File: config.mk
export PLATFORM = sky130hd
export DESIGN_NAME = ea_seq
export DESIGN_NICKNAME = d
export VERILOG_FILES = /design/src/rtl/ea_pkg.sv /design/src/rtl/ea_step.sv /design/src/rtl/ea_align.sv /design/src/rtl/ea_seq.sv
export SDC_FILE = /design/constraint.sdc
export NUM_CORES = 1
export LEC_CHECK = 0
export ABC_AREA = 1
export BUFFER_PORTS_ARGS = -buffer_cell sky130_fd_sc_hd__buf_2
export CORE_ASPECT_RATIO = 1.75
export CORE_MARGIN = 4
export CORE_UTILIZATION = 45
export CTS_BUF_LIST = sky130_fd_sc_hd__clkbuf_4
export DETAILED_ROUTE_END_ITERATION = 10
export HOLD_SLACK_MARGIN = 0.03
export MAX_ROUTING_LAYER = met4
export PLACE_DENSITY_LB_ADDON = 0.2
export SLEW_MARGIN = 20
export SYNTH_ARGS = -nofsm -noshare
export SYNTH_HDL_FRONTEND = slang
export SYNTH_SLANG_ARGS = --single-unit
File: constraint.sdc
create_clock -name clk -period 9.8 [get_ports clk]
set_input_delay 1.47 -clock clk [delete_from_list [all_inputs] [get_ports clk]]
set_output_delay 1.47 -clock clk [all_outputs]
set_load 0.02 [all_outputs]
File: src/rtl/ea_pkg.sv
package ea_pkg;
    typedef enum logic [1:0] {
        ST_IDLE = 2'd0,
        ST_IDX  = 2'd1,
        ST_PTR  = 2'd2,
        ST_FIN  = 2'd3
    } ea_state_e;

    typedef enum logic [2:0] {
        M_REG    = 3'd0,
        M_DEF    = 3'd1,
        M_INC    = 3'd2,
        M_INCDEF = 3'd3,
        M_DEC    = 3'd4,
        M_DECDEF = 3'd5,
        M_IDX    = 3'd6,
        M_IDXDEF = 3'd7
    } ea_mode_e;
endpackage

File: src/rtl/ea_step.sv
module ea_step #(
    parameter int DW = 16,
    parameter int RN = 3
) (
    input  logic          byte_op,
    input  logic [RN-1:0] rnum,
    output logic [DW-1:0] step
);
    localparam logic [RN-1:0] SP_IDX = RN'((1 << RN) - 2);

    // stack pointer and program counter always move by a full word
    always_comb begin
        if (!byte_op || rnum >= SP_IDX) step = DW'(2);
        else                            step = DW'(1);
    end
endmodule

File: src/rtl/ea_align.sv
module ea_align #(
    parameter int DW = 16
) (
    input  logic [DW-1:0] a,
    input  logic          word,
    output logic          fault
);
    always_comb fault = word & a[0];
endmodule

File: src/rtl/ea_seq.sv
module ea_seq
    import ea_pkg::*;
#(
    parameter int DW = 16,
    parameter int RN = 3
) (
    input  logic               clk,
    input  logic               rst_n,
    input  logic               start,
    input  logic [RN+2:0]      spec,
    input  logic               byte_op,
    input  logic [(1<<RN)*DW-1:0] regs_flat,
    output logic               mem_req,
    output logic [DW-1:0]      mem_addr,
    input  logic               mem_ack,
    input  logic [DW-1:0]      mem_rdata,
    output logic               done,
    output logic               is_reg,
    output logic [RN-1:0]      reg_num,
    output logic [DW-1:0]      addr,
    output logic               wb_en,
    output logic [RN-1:0]      wb_reg,
    output logic [DW-1:0]      wb_val,
    output logic               trap
);
    localparam int            NREG   = 1 << RN;
    localparam logic [RN-1:0] PC_IDX = RN'(NREG - 1);
    localparam logic [DW-1:0] TWO    = DW'(2);

    typedef struct packed {
        ea_state_e     st;
        ea_mode_e      mode;
        logic [RN-1:0] rnum;
        logic          byte_op;
        logic [DW-1:0] base;
        logic [DW-1:0] pc;
        logic [DW-1:0] addr;
        logic          is_reg;
        logic          wb;
        logic [RN-1:0] wb_reg;
        logic [DW-1:0] wb_val;
        logic          trap;
    } ctx_t;

    ctx_t ctx_q, ctx_d;

    logic [RN-1:0] in_rnum;
    ea_mode_e      in_mode;
    logic [DW-1:0] in_base, in_pc, step, cand;
    logic          cand_word, fault;

    assign in_rnum = spec[RN-1:0];
    assign in_mode = ea_mode_e'(spec[RN+2:RN]);
    assign in_base = regs_flat[in_rnum*DW +: DW];
    assign in_pc   = regs_flat[PC_IDX*DW +: DW];

    ea_step #(.DW(DW), .RN(RN)) u_step (
        .byte_op (byte_op),
        .rnum    (in_rnum),
        .step    (step)
    );

    // candidate address for the current step and whether it is a word access
    always_comb begin
        cand      = in_base;
        cand_word = 1'b0;
        unique case (ctx_q.st)
            ST_IDLE: begin
                unique case (in_mode)
                    M_REG:          cand_word = 1'b0;
                    M_DEF, M_INC:   cand_word = !byte_op;
                    M_INCDEF:       cand_word = 1'b1;
                    M_DEC: begin
                        cand      = in_base - step;
                        cand_word = !byte_op;
                    end
                    M_DECDEF: begin
                        cand      = in_base - TWO;
                        cand_word = 1'b1;
                    end
                    default: begin
                        cand      = in_pc;
                        cand_word = 1'b1;
                    end
                endcase
            end
            ST_IDX: begin
                cand      = mem_rdata + ((ctx_q.rnum == PC_IDX) ? (ctx_q.pc + TWO) : ctx_q.base);
                cand_word = (ctx_q.mode == M_IDXDEF) || !ctx_q.byte_op;
            end
            ST_PTR: begin
                cand      = mem_rdata;
                cand_word = !ctx_q.byte_op;
            end
            default: begin
                cand      = in_base;
                cand_word = 1'b0;
            end
        endcase
    end

    ea_align #(.DW(DW)) u_align (
        .a     (cand),
        .word  (cand_word),
        .fault (fault)
    );

    always_comb begin
        ctx_d = ctx_q;
        unique case (ctx_q.st)
            ST_IDLE: begin
                ctx_d.trap   = 1'b0;
                ctx_d.wb     = 1'b0;
                ctx_d.is_reg = 1'b0;
                if (start) begin
                    ctx_d.mode    = in_mode;
                    ctx_d.rnum    = in_rnum;
                    ctx_d.byte_op = byte_op;
                    ctx_d.base    = in_base;
                    ctx_d.pc      = in_pc;
                    ctx_d.addr    = cand;
                    ctx_d.trap    = fault;
                    ctx_d.wb_reg  = in_rnum;
                    ctx_d.st      = ST_FIN;
                    unique case (in_mode)
                        M_REG: ctx_d.is_reg = 1'b1;
                        M_DEF: ctx_d.wb = 1'b0;
                        M_INC: begin
                            ctx_d.wb     = 1'b1;
                            ctx_d.wb_val = in_base + step;
                        end
                        M_INCDEF: begin
                            ctx_d.wb     = 1'b1;
                            ctx_d.wb_val = in_base + TWO;
                            if (!fault) ctx_d.st = ST_PTR;
                        end
                        M_DEC: begin
                            ctx_d.wb     = 1'b1;
                            ctx_d.wb_val = cand;
                        end
                        M_DECDEF: begin
                            ctx_d.wb     = 1'b1;
                            ctx_d.wb_val = cand;
                            if (!fault) ctx_d.st = ST_PTR;
                        end
                        default: begin
                            ctx_d.wb     = 1'b1;
                            ctx_d.wb_reg = PC_IDX;
                            ctx_d.wb_val = in_pc + TWO;
                            if (!fault) ctx_d.st = ST_IDX;
                        end
                    endcase
                end
            end
            ST_IDX: begin
                if (mem_ack) begin
                    ctx_d.addr = cand;
                    ctx_d.trap = fault;
                    ctx_d.st   = (ctx_q.mode == M_IDXDEF && !fault) ? ST_PTR : ST_FIN;
                end
            end
            ST_PTR: begin
                if (mem_ack) begin
                    ctx_d.addr = cand;
                    ctx_d.trap = fault;
                    ctx_d.st   = ST_FIN;
                end
            end
            default: ctx_d.st = ST_IDLE;
        endcase
    end

    always_ff @(posedge clk or negedge rst_n) begin
        if (!rst_n) ctx_q <= '0;
        else        ctx_q <= ctx_d;
    end

    assign mem_req  = (ctx_q.st == ST_IDX) || (ctx_q.st == ST_PTR);
    assign mem_addr = ctx_q.addr;
    assign done     = (ctx_q.st == ST_FIN) && !ctx_q.trap;
    assign trap     = (ctx_q.st == ST_FIN) && ctx_q.trap;
    assign is_reg   = ctx_q.is_reg;
    assign reg_num  = ctx_q.rnum;
    assign addr     = ctx_q.addr;
    assign wb_en    = done && ctx_q.wb;
    assign wb_reg   = ctx_q.wb_reg;
    assign wb_val   = ctx_q.wb_val;

    assert_req_hold_R5: assert property (@(posedge clk) disable iff (!rst_n)
        (mem_req && !mem_ack) |=> (mem_req && $stable(mem_addr)));

    assert_end_pulse_R10: assert property (@(posedge clk) disable iff (!rst_n)
        (done || trap) |=> !(done || trap));

    assert_reg_nowb_R1: assert property (@(posedge clk) disable iff (!rst_n)
        (done && is_reg) |-> !wb_en);

    assert_trap_nowb_R9: assert property (@(posedge clk) disable iff (!rst_n)
        trap |-> !wb_en);

    assert_idle_after_end_R10: assert property (@(posedge clk) disable iff (!rst_n)
        (done || trap) |=> !mem_req);
endmodule

==> flow_metrics.py <==
metrics = {
    "status": {
        "status": "complete, no violations",
    },
    "synth": {
        "yosysSeqAreaShare_pct": 21.9,
        "yosys_warnings": 0,
        "syn_nets": 1709,
        "async_reset_ff_share_pct": 100,
        "synth_edf_count": 0,
        "synth_seq_cells": 79,
        "ys_types": 48,
        "syn-mean-instance-area_um2": 5.96,
        "syn_area_um2": 9050,
        "synthFlopType": "dfrtp_1",
        "netlist_instances": 1519,
    },
    "clock_network": {
        "postCtsSetupBuffers": 0,
        "cts_buffers": 9,
        "cts_buffer_depth": 2,
        "clock_latency_ps": 490,
        "clk_pin_slew_ps": 160,
        "hold_buffers": 0,
        "ctsRootBufferMaster": "clkbuf_4",
        "tritoncts": "done",
        "clkSinkCount": 79,
        "cts_htree_levels": 3,
        "cts_resized": 0,
    },
    "routing": {
        "ant_nets": 0,
        "drt_iter0_markers": 819,
        "viasPerCell": 5.52,
        "drc": 0,
        "wire_per_inst_um": 18.5,
        "wl_mm": 34.9,
        "vias": 10400,
        "dr.pass1.iters": 5,
    },
    "setup_path": {
        "critPathMaxStageDelay_ps": 560,
        "cp.buffers_inverters": 4,
        "cp.depth": 20,
        "cp_max_fo": 76,
        "worst_path_max_delay_cell": "buf_4",
        "crit_chain": "buf_2 > buf_4 > inv_2 > o21ai_0 > o211ai_1 > nand2_1 > ha_1 > inv_1 > fa_1 > nor2_4 > nand2_1 > o21ai_0 > nand3_1 > nand3b_1 > nand2_1 > nand3_1 > nand3_1 > nand2_1 > nand2_1 > nand2_1",
        "critPathKind": "primary input to flop",
        "crit_top_cell": "nand2_1",
        "cp.arrival_ps": 5490,
        "r2r_cells": 26,
        "end_kind": "flop",
        "worstSetupStartpointType": "primary input",
        "crit_family": "simple AND/OR/NAND/NOR gates",
        "critPathRequiredTime_ps": 10250,
    },
    "timing": {
        "worst_slack_ps": 4760,
        "skew_ps": 33.9,
        "tightest_slew_ps": 1050,
        "finalSetupViolations": 0,
        "slew_headroom_pct": 29.9,
        "max_freq_ghz": 0.198,
        "grt_setup_unrepaired": "false",
        "maxSlewViolCount": 0,
        "setup-tns-final_ps": 0,
        "timing.final.crit_share_pct": 51.5,
        "min_period_ps": 5040,
        "final_hold_viol_count": 0,
    },
    "floorplanning": {
        "io_pins": 214,
        "num_rows": 68,
        "initial_core_util_pct": 45.8,
        "chipHeight_um": 196,
        "dieArea_um2": 22500,
        "dieWidth_um": 115,
        "core_area_um2": 19700,
    },
    "power": {
        "p_total_mw": 2.42,
        "power_frac_comb_pct": 66.4,
        "p_leak_nw": 5.39,
        "power_frac_clock_pct": 9.1,
        "netSwitchingPower_mw": 1.35,
        "p_int_mw": 1.07,
        "power.density_nw_per_um2": 245,
        "irDropWorstVdd_mv": 0.234,
        "sw_frac_of_total_pct": 55.8,
        "pwr-share-seq_pct": 24.5,
    },
    "global_route": {
        "grt_pass1_vias": 10100,
        "grt.overflow.total": 0,
        "grt_max_degree": 80,
        "grt_use_total_pct": 31.6,
        "grt_pass1_wl_mm": 53.5,
        "antenna_found_initial": 2,
    },
    "placed_design": {
        "place_ws_ps": 4330,
        "gp_congestion": 1.07,
        "port_buffers": 213,
        "dp_hpwl_mm": 27.9,
    },
    "final_layout": {
        "regMostFlops": "ctx_q",
        "multi_input_area_um2": 5540,
        "nFillCells": 2178,
        "drive_above_1_share_pct": 17.7,
        "layout_commonest_cell": "nand2_1",
        "fin_nets": 1822,
        "layout_common_cells": "nand2_1 (444), buf_2 (212), inv_1 (191)",
        "final-seq-area_um2": 1980,
        "syn_to_final_growth_pct": 9.16,
        "largest_register_ff_count": 40,
    },
    "run": {
        "cap_violations": 0,
    },
    "min_path": {
        "hold_path_class": "flop to flop",
        "min_path_cells": 2,
    },
}
## metrics by stage
step / hold slack, ps / util [%] / cells / area [um^2]
2_1_floorplan: 447 / - / 1519 / 9050
3_3_place_gp: 461 / 49.2 / 1866 / 9710
3_5_place_dp: 468 / 49.2 / 1866 / 9710
4_1_cts: 504 / 50.0 / 1882 / 9870
5_1_grt: 529 / 50.0 / 1884 / 9880
6_report: 498 / 50.0 / 1884 / 9880
## tightest hold or removal path, cell delays in order (launching register included)
cell	delay [ps]
dfrtp_1	370
nand2_1	50
nand2_1	50
## routing by layer
metal	up-vias	routed length (um)	global-route usage [%]
met1	4743	13300	35.8
li1	5065	-	-
met5	-	0	-
met3	123	2050	3.63
met4	0	2660	20.5
met2	465	16900	51.8
## Yosys cell counts (3+ instances only)
master | number | area, um^2
o21bai_1 | 3 | 22.5
nand2_2 | 10 | 62.6
buf_2 | 16 | 80.1
o211ai_1 | 14 | 105
o31ai_1 | 6 | 45.0
fa_1 | 3 | 60.1
inv_1 | 191 | 717
or2_2 | 6 | 37.5
a32o_1 | 5 | 50.1
buf_4 | 61 | 458
nand3_1 | 166 | 831
nor3_1 | 11 | 55.1
a21oi_1 | 86 | 430
o21ai_2 | 5 | 43.8
o21a_1 | 3 | 22.5
clkbuf_1 | 32 | 120
o21ai_1 | 19 | 95.1
a21o_1 | 3 | 22.5
nand3b_1 | 7 | 52.6
ha_1 | 32 | 400
nor2_4 | 7 | 78.8
buf_6 | 10 | 113
nor2_1 | 119 | 447
o22ai_1 | 3 | 18.8
xor2_1 | 11 | 96.3
nor2_2 | 7 | 43.8
inv_2 | 9 | 33.8
clkinv_1 | 4 | 15.0
o21ai_0 | 108 | 541
dfrtp_1 | 79 | 1980
nand2_1 | 445 | 1670
a31oi_1 | 5 | 31.3
nand4_1 | 14 | 87.6
## path summary, 6_finish.rpt
check                          start          to  slack, ps
setup reg to reg           ctx_q[41]  wb_val[15]       5360
setup / recovery             spec[0]  wb_val[12]       4760
max in group asynchronous      rst_n   ctx_q[78]       7880
hold reg to reg            wb_val[0]   wb_val[0]        500
min in group asynchronous      rst_n  reg_num[1]        820
hold / removal             wb_val[0]   wb_val[0]        500
## cell families (layout without fill, tap and decap cells)
kind of cell,after synthesis,after routing,synth area share [%]
adders and majority gates,35,35,5.09
DFF,79,79,21.9
AOI/OAI and AO/OA,269,269,16.6
and+or+nand+nor,801,801,38.3
buffers and inverters,323,441,17.0
other,0,2,0
xor gates and xnor gates,12,12,1.16
## final cells by class
type | count | share of cell area [%]
Antenna cell | 2 | 0.0507
Multi-Input combinational cell | 1117 | 56.1
Tap cell | 245 | 3.10
Clock inverter | 7 | 0.874
Clock buffer | 9 | 0.684
Timing Repair Buffer | 221 | 11.4
Inverter | 204 | 7.75
Sequential cell | 79 | 20.0
## power groups by stage
stage               Sequential (mW)  Combinational, mW  Clock [mW]
finish                        0.592               1.60       0.220
global placement              0.594               1.58           0
detailed placement            0.598               1.58           0
global route                  0.612               1.77       0.238
CTS                           0.592               1.59       0.224
floorplan                     0.561               1.22           0
Note: power is estimated with default switching activity, not from simulation.
